===== config.mk =====
export PLATFORM = sky130hd
export DESIGN_NAME = dac_ld_top
export DESIGN_NICKNAME = d
export VERILOG_FILES = /design/src/rtl/dac_ld_pkg.sv /design/src/rtl/dac_ld_shreg.sv /design/src/rtl/dac_ld_hold.sv /design/src/rtl/dac_ld_top.sv
export SDC_FILE = /design/constraint.sdc
export NUM_CORES = 1
export LEC_CHECK = 0
export BUFFER_PORTS_ARGS = -buffer_cell sky130_fd_sc_hd__clkbuf_2
export CORE_MARGIN = 2
export CORE_UTILIZATION = 39
export CTS_CLUSTER_SIZE = 16
export DETAILED_ROUTE_END_ITERATION = 8
export GPL_TIMING_DRIVEN = 0
export PLACE_DENSITY = 0.7
export SYNTH_ARGS = -nofsm -noshare
export SYNTH_HDL_FRONTEND = slang
export SYNTH_SLANG_ARGS = --single-unit
export TNS_END_PERCENT = 50

===== constraint.sdc =====
create_clock -name clk -period 1.1 [get_ports clk]
set_clock_uncertainty 0.05 [all_clocks]
set_input_delay 0.22 -clock clk [delete_from_list [all_inputs] [get_ports clk]]
set_output_delay 0.22 -clock clk [all_outputs]
set_load 0.01 [all_outputs]

===== src/rtl/dac_ld_pkg.sv =====
package dac_ld_pkg;

    typedef enum logic {
        SH_IDLE  = 1'b0,
        SH_SHIFT = 1'b1
    } sh_mode_e;

    // encoding is {upd_b, upd_a}
    typedef enum logic [1:0] {
        UPD_NONE = 2'b00,
        UPD_A    = 2'b01,
        UPD_B    = 2'b10,
        UPD_BOTH = 2'b11
    } upd_op_e;

endpackage


===== src/rtl/dac_ld_shreg.sv =====
module dac_ld_shreg
    import dac_ld_pkg::*;
#(
    parameter int FRAME_W = 24
) (
    input  logic               clk,
    input  logic               clr_n,
    input  logic               shift_en,
    input  logic               din,
    output logic [FRAME_W-1:0] frame_q
);

    sh_mode_e mode;

    always_comb begin
        mode = shift_en ? SH_SHIFT : SH_IDLE;
    end

    // new bit enters at the top, older bits move toward position 0
    always_ff @(posedge clk or negedge clr_n) begin
        if (!clr_n) begin
            frame_q <= '0;
        end else begin
            unique case (mode)
                SH_SHIFT: frame_q <= {din, frame_q[FRAME_W-1:1]};
                SH_IDLE:  frame_q <= frame_q;
            endcase
        end
    end

endmodule


===== src/rtl/dac_ld_hold.sv =====
module dac_ld_hold #(
    parameter int WORD_W  = 12,
    parameter int FRAME_W = 24,
    parameter int SLOT    = 0
) (
    input  logic               clk,
    input  logic               clr_n,
    input  logic               load,
    input  logic [FRAME_W-1:0] frame,
    output logic [WORD_W-1:0]  code
);

    // highest frame position of this slot carries the word's LSB
    localparam int SLOT_TOP = FRAME_W - 1 - SLOT * WORD_W;

    logic [WORD_W-1:0] word_c;

    always_comb begin
        for (int k = 0; k < WORD_W; k++) begin
            word_c[k] = frame[SLOT_TOP - k];
        end
    end

    always_ff @(posedge clk or negedge clr_n) begin
        if (!clr_n) begin
            code <= '0;
        end else if (load) begin
            code <= word_c;
        end
    end

endmodule


===== src/rtl/dac_ld_top.sv =====
module dac_ld_top
    import dac_ld_pkg::*;
#(
    parameter int WORD_W = 12
) (
    input  logic              clk,
    input  logic              clr_n,
    input  logic              sel_n,
    input  logic              sdin,
    input  logic              upd_a,
    input  logic              upd_b,
    output logic [WORD_W-1:0] code_a,
    output logic [WORD_W-1:0] code_b
);

    localparam int N_CH    = 2;
    localparam int FRAME_W = N_CH * WORD_W;

    logic [FRAME_W-1:0] frame_q;
    upd_op_e            op;
    logic [N_CH-1:0]    ld;
    logic [WORD_W-1:0]  code_arr [N_CH];

    dac_ld_shreg #(
        .FRAME_W (FRAME_W)
    ) u_shreg (
        .clk      (clk),
        .clr_n    (clr_n),
        .shift_en (!sel_n),
        .din      (sdin),
        .frame_q  (frame_q)
    );

    always_comb begin
        op = upd_op_e'({upd_b, upd_a});
        unique case (op)
            UPD_NONE: ld = 2'b00;
            UPD_A:    ld = 2'b01;
            UPD_B:    ld = 2'b10;
            UPD_BOTH: ld = 2'b11;
        endcase
    end

    // slot 0 is channel A (upper half), slot 1 is channel B
    for (genvar ch = 0; ch < N_CH; ch++) begin : g_ch
        dac_ld_hold #(
            .WORD_W  (WORD_W),
            .FRAME_W (FRAME_W),
            .SLOT    (ch)
        ) u_hold (
            .clk   (clk),
            .clr_n (clr_n),
            .load  (ld[ch]),
            .frame (frame_q),
            .code  (code_arr[ch])
        );
    end

    assign code_a = code_arr[0];
    assign code_b = code_arr[1];

endmodule


# Word-level counts from Yosys, hierarchy flattened
# Index checks and enable logic that the tools add are counted.
[classes]
addsub = 0
n_mul = 0
div = 0
n_lt_le_gt_ge = 0
n_eq_ne = 3
n_shift = 0
n_mux = 2
bitwise_logic = 0
reduce_logical = 1
[ops]
columns = ["op", "count"]
rows = [
  ["24-bit 2-to-1 mux", 1],
  ["2-bit case mux with 4 select lines", 1],
  ["2-bit equality test (second input constant)", 2],
  ["2-bit by 1-bit equality test with 1-bit output (second input constant)", 1],
  ["2-bit logical NOT", 1],
]
[word_totals]
ff_bits = 48
latchBits = 0
ram_bits = 0
rom_bits = 0
out_inout_bits = 24
elab_cells = 9
n_memories = 0

# Depth between registers and ports, before layout
# Gate-level depths: netlist of the first run.
[logic_depth]
depth_word = 2
ltp_mapped = 3
depth_no_buf = 1

# Modules after synthesis
# Synthesis of the first run repeated with hierarchy kept, for this count alone.
[hier_totals]
cells_unflattened = 104
hier_area_um2 = 1976.9
[modules_own_cells]
columns = ["mod", "n_inst", "cells_per_inst", "area_per_inst_um2"]
rows = [
  ["dac_ld_shreg", 1, 51, 997.2],
  ["dac_ld_hold", 2, 25, 484.2],
  ["dac_ld_top", 1, 3, 11.3],
]

# Worst setup path before layout of the first run
# No wires, ideal clock.
[synth_timing]
kind = "input to register"
from = "in sel_n"
to = "reg u_shreg.frame_q[10]"
arrival_time_ps = 759
required_ps = 925
setup_slack_ps = 166
stages = 3
cell_sequence = "buf_6 > buf_12 > mux2_4"
[synth_lines]
columns = ["element", "line_no", "source"]
rows = [
  ["start: declaration", "dac_ld_top.sv:8", "input logic sel_n,"],
  ["end signal: assignment", "dac_ld_shreg.sv:25", "SH_SHIFT: frame_q <= {din, frame_q[FRAME_W-1:1]};"],
  ["end signal: assignment", "dac_ld_shreg.sv:26", "SH_IDLE: frame_q <= frame_q;"],
  ["end: declaration", "dac_ld_shreg.sv:10", "output logic [FRAME_W-1:0] frame_q"],
]
# No word-level cell between the ends.

# Worst setup path after layout of the first run
[layout_timing]
from = "reg g_ch[0].u_hold.code[2]"
to = "out code_a[2]"
[layout_lines]
columns = ["element", "line_no", "source"]
rows = [
  ["start: declaration", "dac_ld_hold.sv:10", "output logic [WORD_W-1:0] code"],
  ["start signal: assignment", "dac_ld_hold.sv:28", "code <= word_c;"],
  ["end: declaration", "dac_ld_top.sv:12", "output logic [WORD_W-1:0] code_a,"],
]
# No word-level cell between the ends.

==> impl_metrics.csv, run 1 <==
group,metric,value,unit
status,status,"complete, no violations",
synth,ys_ff_latch,48,
cells_and_area,mostFrequentLayoutCell,"dfrtp_1",
power,peakVddDrop,1.284,mV
timing,slew_headroom,0.3179,
routing,via_count,914,
setup_path,critPathArrivalTime,820,ps
routing,firstDrtPassIters,3,
setup_path,rrSetupSlack,240,ps
placed_design,hpwl,2016,um
cells_and_area,syn_to_final_growth,15.95,%
synth,muxShareOfSynthArea,0.3269,
clock_tree,clk_pin_slew,80,ps
timing,fmax,0.9209,GHz
synth,yosysTopAreaCell,"dfrtp_1",
setup_path,crit_chain,"clkbuf_2",
global_route,overflow,0,
synth,synth_area_leaders,"dfrtp_1 (64%), mux2_2 (17%), mux2_4 (16%)",
timing,fin_crit,1086,ps
synth,syn_area,0.001883,sq mm
setup_path,rr_endpoint,"u_shreg.frame_q[2]$_DFFE_PN0N_",
global_route,grt_pass1_wl,4767,um
timing,finalSetupViolCount,0,
setup_path,cp_max_fo,2,
setup_path,cp-end-kind,"output port",
clock_tree,clock_path_buffers,2,
setup_path,required,830,ps
synth,synthCells,101,
synth,synthSimpleGateAreaFrac,0,
setup_path,worstSetupStartpointType,"register",
power,power.leakage,1.067,nW
die,design.die.area,0.005400,sq mm
clock_tree,cts_tree,"done",
die,start_util,0.4013,
synth,yosysTopAreaCellShare,0.6379,
synth,synth_nets,107,
run,cap_violations,0,
setup_path,r2r_start,"u_shreg.frame_q[3]$_DFFE_PN0N_",
timing,fin_crit_sh,0.9872,
routing,drt_iter0_drc,60,
setup_path,rr_worst_depth,1,
setup_path,crit_buf_inv,1,
routing,drc,0,
synth,synth.avg_cell_area,18.64,sq um
power,cellPowerDensity,2608,mW/mm^2
worst_hold_path,hp-class,"in2async",
synth,yosysWarnings,0,
placed_design,gp_congestion,0.6843,
clock_tree,postCtsHoldBufs,0,
timing,finalHoldViolations,0,
synth,synth_top_family_by_area,"multiplexers",
routing,viasPerCell,4.785,
synth,synth_xor_xnor_area_share,0,
die,die_h,73.49,um
global_route,grt_max_degree,49,
synth,ys_seq_area_frac,0.6379,
timing,slew_violations,0,
routing,wl_per_cell,15.05,um
clock_tree,clk_latency,300,ps
die,core_region_area,0.004692,sq mm
cells_and_area,final_cell_mix,"dfrtp_1 (48), mux2_2 (28), clkbuf_2 (27), mux2_4 (20), clkbuf_8 (6)",
clock_tree,numCtsBuffers,5,
placed_design,portBuffers,28,
global_route,grt_pass1_vias,963,
timing,rsz0062_at_grt,"true",
cells_and_area,finalNetCount,142,
die,ioPinCount,30,
setup_path,cp_top_family,"flip-flops",
clock_tree,cts_setup_buffers,0,
routing,drt.antenna.violating_nets,0,
power,power,5.693,mW
timing,worst_pin_slew,1023,ps
global_route,antenna_found_initial,0,
synth,yosysUniqueCellTypes,6,
cells_and_area,n_antenna_cell,0,
die,row_count,25,
synth,synth_compound_area_frac,0,
routing,totalWireLength,2875,um
setup_path,critPathKind,"reg2out",
clock_tree,cts.htree.levels,2,
setup_path,cp_slowest_stage_delay,390,ps
cells_and_area,drive_above_1_share,0.6496,
cells_and_area,n_fill_cell,411,
clock_tree,cts_root_buf,"clkbuf_8",
synth,synthAdderAreaFrac,0,
die,die_x,73.49,um
clock_tree,cts.sinks,48,
setup_path,slowest_stage,"dfrtp_1",
global_route,grt_usage,0.1201,
timing,whs,48.70,ps
per-stage QoR:
step / setup slack, ps / std cells / setup TNS, ps / area (sq um) / utilization
floorplan: 165.6 / 101 / 0 / 1883 / -
detailed placement: -242.3 / 183 / -11510 / 2091 / 0.4456
CTS: -2.400 / 191 / -3.168 / 2183 / 0.4653
finish: 14.07 / 191 / 0 / 2183 / 0.4653
global route: -30.73 / 191 / -370.1 / 2183 / 0.4653
global placement: -116.0 / 183 / -5500 / 2091 / 0.4456
cell type report:
class,count,area (sq um),share of cell area
sequential,48,1201,0.5501
multi-input combinational,48,615.6,0.2819
timing repair buffer,28,140.1,0.06418
clock buffer,6,82.58,0.03782
tap,54,67.56,0.03095
buffer,5,66.31,0.03037
clock inverter,2,10.01,0.004585
how the worst max path moves through the flow:
stage / start / endpoint / slack [ps] / depth (start not counted)
floorplan: sel_n / u_shreg.frame_q[10]$_DFFE_PN0N_ / 170 / 3
global placement: clr_n / g_ch[0].u_hold.code[6]$_DFFE_PN0P_ / -120 / 1
detailed placement: clr_n / g_ch[0].u_hold.code[7]$_DFFE_PN0P_ / -240 / 1
CTS: g_ch[0].u_hold.code[3]$_DFFE_PN0P_ / code_a[3] / -2 / 1
global route: g_ch[1].u_hold.code[1]$_DFFE_PN0P_ / code_b[1] / -30 / 1
finish: g_ch[0].u_hold.code[2]$_DFFE_PN0P_ / code_a[2] / 10 / 1
cells in the mapped netlist:
library cell and count:
mux2_2 28, mux2_4 20, buf_4 2, buf_12 2
buf_6 1, dfrtp_1 48
layer usage:
| metal | global-route usage | vias to the layer above | share of wire |
|---|---|---|---|
| met1 | 0.1591 | 460 | 0.46 |
| met4 | 0.06061 | 0 | 0.021 |
| li1 | - | 419 | - |
| met2 | 0.1736 | 29 | 0.46 |
| met3 | 0.04252 | 6 | 0.057 |
| met5 | 0 | - | 0 |
state kept, by name (all words and copies together), names as in the netlist:
register	flops
g_ch.u_hold.code	24
u_shreg.frame_q	24
timing repair:
item                                    CTS  global route
endpoints found under the setup margin    3            72
endpoints found under the hold margin     0             0
resized for setup                         0             1
logic make-up (layout without fill, tap and decap cells):
family                 after synthesis  after routing
buffers and inverters                5             41
multiplexers                        48             48
flip-flops                          48             48
power by group:
| part | switching (mW) | internal (mW) |
|---|---|---|
| clock network | 0.555 | 0.502 |
| registers | 0.489 | 2.52 |
| logic | 0.593 | 1.04 |
| total | 1.64 | 4.06 |
No activity file was read; power rests on OpenSTA's default activity.
==> run 2: changes to the inputs <==
--- a/config.mk
+++ b/config.mk
@@ -5,13 +5,15 @@
 export SDC_FILE = /design/constraint.sdc
 export NUM_CORES = 1
 export LEC_CHECK = 0
+export ABC_AREA = 1
 export BUFFER_PORTS_ARGS = -buffer_cell sky130_fd_sc_hd__clkbuf_2
+export CORE_ASPECT_RATIO = 1.4
 export CORE_MARGIN = 2
 export CORE_UTILIZATION = 39
 export CTS_CLUSTER_SIZE = 16
 export DETAILED_ROUTE_END_ITERATION = 8
 export GPL_TIMING_DRIVEN = 0
-export PLACE_DENSITY = 0.7
+export PLACE_DENSITY = 0.69
 export SYNTH_ARGS = -nofsm -noshare
 export SYNTH_HDL_FRONTEND = slang
 export SYNTH_SLANG_ARGS = --single-unit
==> impl_metrics.csv, run 2 <==
group,metric,value,unit
status,status,"finished with violations",
status,failed_checks,"negative setup slack",
synth,yosysWarnings,0,
clock_tree,cts_root_buf,"clkbuf_8",
setup_path,cp-startpoint,"g_ch[1].u_hold.code[10]$_DFFE_PN0P_",
timing,finalHoldViolations,0,
cells_and_area,n_antenna_cell,0,
cells_and_area,final_cells,303,
setup_path,cp_max_fo,2,
setup_path,cp-end-kind,"output port",
routing,via_count,1327,
synth,ys_async_sr_fraction,1.000,
die,start_util,0.4036,
timing,setup_ws,-5.268,ps
synth,synth_area_leaders,"dfrtp_1 (61%), nand2_1 (20%), nand2_2 (13%)",
cells_and_area,mostFrequentLayoutCell,"nand2_1",
clock_tree,cts_tree,"done",
timing,fin_tns_setup,-5.268,ps
setup_path,cp_slowest_stage_delay,400,ps
placed_design,place_inst,296,
power,peakVddDrop,0.6846,mV
run,cap_violations,0,
timing,slew_violations,0,
worst_hold_path,hp-class,"in2async",
power,internal-power,2.748,mW
die,die_x,63.83,um
timing,worst_pin_slew,1035,ps
global_route,grt_pass1_vias,1286,
die,die_h,87.76,um
die,core_region_area,0.004842,sq mm
power,p_clk_frac,0.251,
clock_tree,cts.sinks,48,
synth,yosysUniqueCellTypes,8,
power,p_sw_frac,0.2867,
setup_path,crit_buf_inv,1,
cells_and_area,drive_above_1_share,0.3598,
synth,ys.flop_type,"dfrtp_1",
power,power_frac_seq,0.582,
power,power.leakage,1.278,nW
timing,fmax,0.9048,GHz
routing,wl_per_cell,10.78,um
synth,synth.avg_cell_area,9.580,sq um
placed_design,portBuffers,28,
synth,ys_ff_latch,48,
setup_path,r2r_start,"u_shreg.frame_q[17]$_DFFE_PN0N_",
routing,drt_iter0_drc,112,
placed_design,gp_congestion,0.7108,
setup_path,crit_chain,"clkbuf_2",
global_route,grt_pass1_wl,5678,um
setup_path,critPathKind,"reg2out",
power,switching_power,1.105,mW
synth,synthMostInstantiatedCell,"nand2_1",
timing,finalSetupViolCount,1,
synth,yosysTopAreaCell,"dfrtp_1",
placed_design,hpwl,2330,um
clock_tree,clk_pin_slew,80,ps
setup_path,critPathArrivalTime,840,ps
setup_path,cp_top_family,"flip-flops",
routing,totalWireLength,3265,um
clock_tree,cts.htree.levels,2,
timing,fin_crit_sh,1.005,
cells_and_area,final_cell_mix,"nand2_1 (104), dfrtp_1 (48), nand2_2 (40), clkbuf_2 (27)",
cells_and_area,final_core_util,0.4651,
die,ioPinCount,30,
routing,firstDrtPassIters,4,
clock_tree,cts_setup_buffers,0,
synth,syn_area,0.001954,sq mm
routing,drt.antenna.violating_nets,0,
synth,synth_edf_count,0,
power,cellPowerDensity,1711,mW/mm^2
clock_tree,numCtsBuffers,5,
setup_path,slowest_stage,"dfrtp_1",
clock_tree,clock_path_buffers,2,
clock_tree,postCtsHoldBufs,0,
power,combPwrFrac,0.167,
synth,ys_seq_area_frac,0.6146,
global_route,antenna_found_initial,0,
setup_path,required,830,ps
timing,fin_crit,1105,ps
timing,slew_headroom,0.3101,
synth,synthCells,204,
timing,rsz0062_at_grt,"true",
cells_and_area,syn_to_final_growth,15.24,%
global_route,grt_max_degree,49,
die,design.die.area,0.005602,sq mm
setup_path,worstSetupStartpointType,"register",
global_route,grt_usage,0.1341,
routing,drc,0,
cells_and_area,top_regs,"g_ch.u_hold.code x24, u_shreg.frame_q x24",
cells_and_area,finalNetCount,245,
clock_tree,clk_latency,300,ps
die,row_count,30,
synth,yosysTopAreaCellShare,0.6146,
routing,viasPerCell,4.380,
synth,synth_nets,210,
synth,ys_top_cells_by_count,"nand2_1 (104), dfrtp_1 (48), nand2_2 (40)",
global_route,overflow,0,
## run 2: path summary, 6_finish.rpt
kind,cells after the start,slack (ps),endpoint
max,1,-5,code_b[10]
min,1,40,g_ch[0].u_hold.code[8]$_DFFE_PN0P_
max reg2reg,2,380,u_shreg.frame_q[17]$_DFFE_PN0N_
min reg2reg,2,420,g_ch[0].u_hold.code[9]$_DFFE_PN0P_
max in group asynchronous,1,310,g_ch[1].u_hold.code[11]$_DFFE_PN0P_
min in group clk,3,70,u_shreg.frame_q[23]$_DFFE_PN0N_
## run 2: stage by stage
stage / hold slack (ps) / area (sq um) / setup slack, ps / power (mW)
after detailed placement: 381.6 / 2175 / -213.3 / 2.941
after CTS: 68.80 / 2252 / -24.21 / 3.921
after global placement: 385.6 / 2175 / -219.8 / 2.918
after global routing: 94.15 / 2252 / -39.88 / 4.108
after floorplan: -125.6 / 1954 / 336.5 / 2.659
final: 42.97 / 2252 / -5.268 / 3.853
## run 2: layout make-up
type,count,area (sq um)
clock inverter,1,5.005
multi-input combinational,144,640.6
fill,480,2590
timing repair buffer,28,140.1
clock buffer,6,72.57
buffer,9,93.84
inverter,3,18.77
sequential,48,1201
tap,64,80.08
## run 2: cell families after synthesis
kind of cell / synth area share
DFF: 0.6146
and+or+nand+nor: 0.3278
buffers and inverters: 0.05762
## run 2: power by group through the flow
stage / sequential, mW / clock [mW] / combinational, mW
global placement: 2.27 / 0 / 0.644
floorplan: 2.31 / 0 / 0.348
global route: 2.29 / 1.09 / 0.735
CTS: 2.25 / 1.01 / 0.663
finish: 2.24 / 0.968 / 0.644
detailed placement: 2.28 / 0 / 0.663
## run 2: worst reg2reg max path, delay by kind of cell (launching register included)
kind / cells / cell delay [ps]
DFF: 1 / 430
and+or+nand+nor: 2 / 140
## run 2: routing by layer
layer	track usage	part of all wire	up-vias
li1	-	-	676
met1	0.1388	0.41	623
met4	0.07708	0.025	0
met5	0	0	-
met3	0.03728	0.036	7
met2	0.2415	0.52	21
## run 2: repair_timing
action	in CTS	in global routing
gates resized for setup	0	1
hold endpoints to repair	0	0
endpoints found under the setup margin	5	70
==> run 3: changes to the inputs <==
--- a/config.mk
+++ b/config.mk
@@ -7,7 +7,7 @@
 export LEC_CHECK = 0
 export ABC_AREA = 1
 export BUFFER_PORTS_ARGS = -buffer_cell sky130_fd_sc_hd__clkbuf_2
-export CORE_ASPECT_RATIO = 1.4
+export CORE_ASPECT_RATIO = 2
 export CORE_MARGIN = 2
 export CORE_UTILIZATION = 39
 export CTS_CLUSTER_SIZE = 16
==> impl_metrics.csv, run 3 (synthesis gave the netlist of run 2 again) <==
group,metric,value,unit
status,status,"complete, no violations",
setup_path,cp-end-kind,"output port",
timing,slew_violations,0,
routing,met2_length,1802,um
timing,slew_headroom,0.2835,
power,cellPowerDensity,1739,mW/mm^2
clock_tree,cts_tree,"done",
power,power,3.986,mW
run,cap_violations,0,
cells_and_area,final_core_util,0.4712,
cells_and_area,syn_to_final_growth,17.29,%
routing,drt.antenna.violating_nets,0,
clock_tree,postCtsHoldBufs,0,
clock_tree,cts.sinks,48,
setup_path,worstSetupStartpointType,"register",
routing,totalWireLength,3413,um
clock_tree,clk_pin_slew,80,ps
timing,fin_crit,1094,ps
timing,whs,70.05,ps
global_route,grt_max_degree,49,
clock_tree,clk_latency,290,ps
setup_path,crit_chain,"buf_6",
timing,fin_tns_setup,0,ps
timing,rsz0062_at_grt,"true",
timing,fmax,0.9142,GHz
routing,firstDrtPassIters,2,
clock_tree,numCtsBuffers,5,
die,core_region_area,0.004865,sq mm
placed_design,gp_congestion,0.6915,
setup_path,cp-startpoint,"g_ch[1].u_hold.code[11]$_DFFE_PN0P_",
setup_path,cp_top_family,"flip-flops",
die,start_util,0.4017,
routing,drt_iter0_drc,29,
cells_and_area,fin_area,0.002292,sq mm
power,power.leakage,1.306,nW
die,design.die.area,0.005628,sq mm
routing,wl_per_cell,11.34,um
die,row_count,36,
clock_tree,cts_root_buf,"clkbuf_8",
global_route,overflow,0,
clock_tree,clock_path_buffers,2,
global_route,grt_pass1_wl,5823,um
global_route,grt_usage,0.1406,
die,die_x,54.06,um
cells_and_area,drive_above_1_share,0.3689,
worst_hold_path,hp-class,"in2async",
routing,viasPerCell,4.435,
die,ioPinCount,30,
die,die_h,104.1,um
cells_and_area,final_cells,301,
placed_design,hpwl,2456,um
timing,setup_ws,6.143,ps
power,peakVddDrop,1.146,mV
setup_path,critPathArrivalTime,820,ps
cells_and_area,final_cell_mix,"nand2_1 (104), dfrtp_1 (48), nand2_2 (40), clkbuf_2 (26), clkbuf_8 (6)",
placed_design,portBuffers,28,
routing,m1WireLength,1419,um
cells_and_area,finalNetCount,249,
global_route,antenna_found_initial,0,
cells_and_area,mostFrequentLayoutCell,"nand2_1",
setup_path,crit_buf_inv,1,
cells_and_area,top_regs,"g_ch.u_hold.code x24, u_shreg.frame_q x24",
setup_path,cp_slowest_stage_delay,400,ps
routing,top_layer_used,"met4",
setup_path,slowest_stage,"dfrtp_1",
routing,wl_met3,112,um
routing,via_count,1335,
cells_and_area,n_antenna_cell,0,
timing,worst_pin_slew,1075,ps
placed_design,place_area,0.002166,sq mm
cells_and_area,n_fill_cell,509,
timing,finalHoldViolations,0,
global_route,grt_pass1_vias,1316,
setup_path,cp_max_fo,2,
clock_tree,cts.htree.levels,2,
routing,drc,0,
timing,finalSetupViolCount,0,
setup_path,required,830,ps
placed_design,post-place-ws,-220.3,ps
placed_design,place_inst,289,
timing,fin_crit_sh,0.9944,
setup_path,r2r_start,"g_ch[1].u_hold.code[11]$_DFFE_PN0P_",
setup_path,critPathKind,"reg2out",
-- run 3: what timing repair did --
| item | 4_1_cts | 5_1_grt |
|---|---|---|
| endpoints found under the setup margin | 4 | 72 |
| buffers inserted | 2 | 2 |
| gates resized for setup | 0 | 3 |
| gates cloned | 0 | 0 |
| pin swaps | 0 | 0 |
-- run 3: report_power, final --
group	switching (mW)	internal [mW]	total (mW)
combinational	0.379	0.310	0.689
clock	0.543	0.513	1.06
sequential	0.202	2.04	2.24
total	1.12	2.86	3.99
-- run 3: layout make-up --
cell class | count | area [sq um] | area share
multi-input combinational | 144 | 640.6 | 0.2795
sequential | 48 | 1201 | 0.5240
tap | 57 | 71.32 | 0.03111
inverter | 3 | 18.77 | 0.008188
timing repair buffer | 32 | 176.4 | 0.07696
clock buffer | 8 | 90.09 | 0.03930
buffer | 9 | 93.84 | 0.04094
-- run 3: routing by layer --
metal	track usage	vias up
li1	-	689
met1	0.1592	617
met2	0.2361	23
met3	0.03448	6
met4	0.06429	0
met5	0	-
-- run 3: final timing paths --
kind,depth (start not counted),endpoint,slack (ps)
min in group clk,3,u_shreg.frame_q[23]$_DFFE_PN0N_,90
worst min register to register,2,g_ch[0].u_hold.code[2]$_DFFE_PN0P_,420
max in group asynchronous,1,g_ch[0].u_hold.code[11]$_DFFE_PN0P_,280
worst max-delay path,1,code_b[11],6
worst max register to register,3,g_ch[1].u_hold.code[11]$_DFFE_PN0P_,320
worst min-delay path,1,g_ch[1].u_hold.code[7]$_DFFE_PN0P_,70
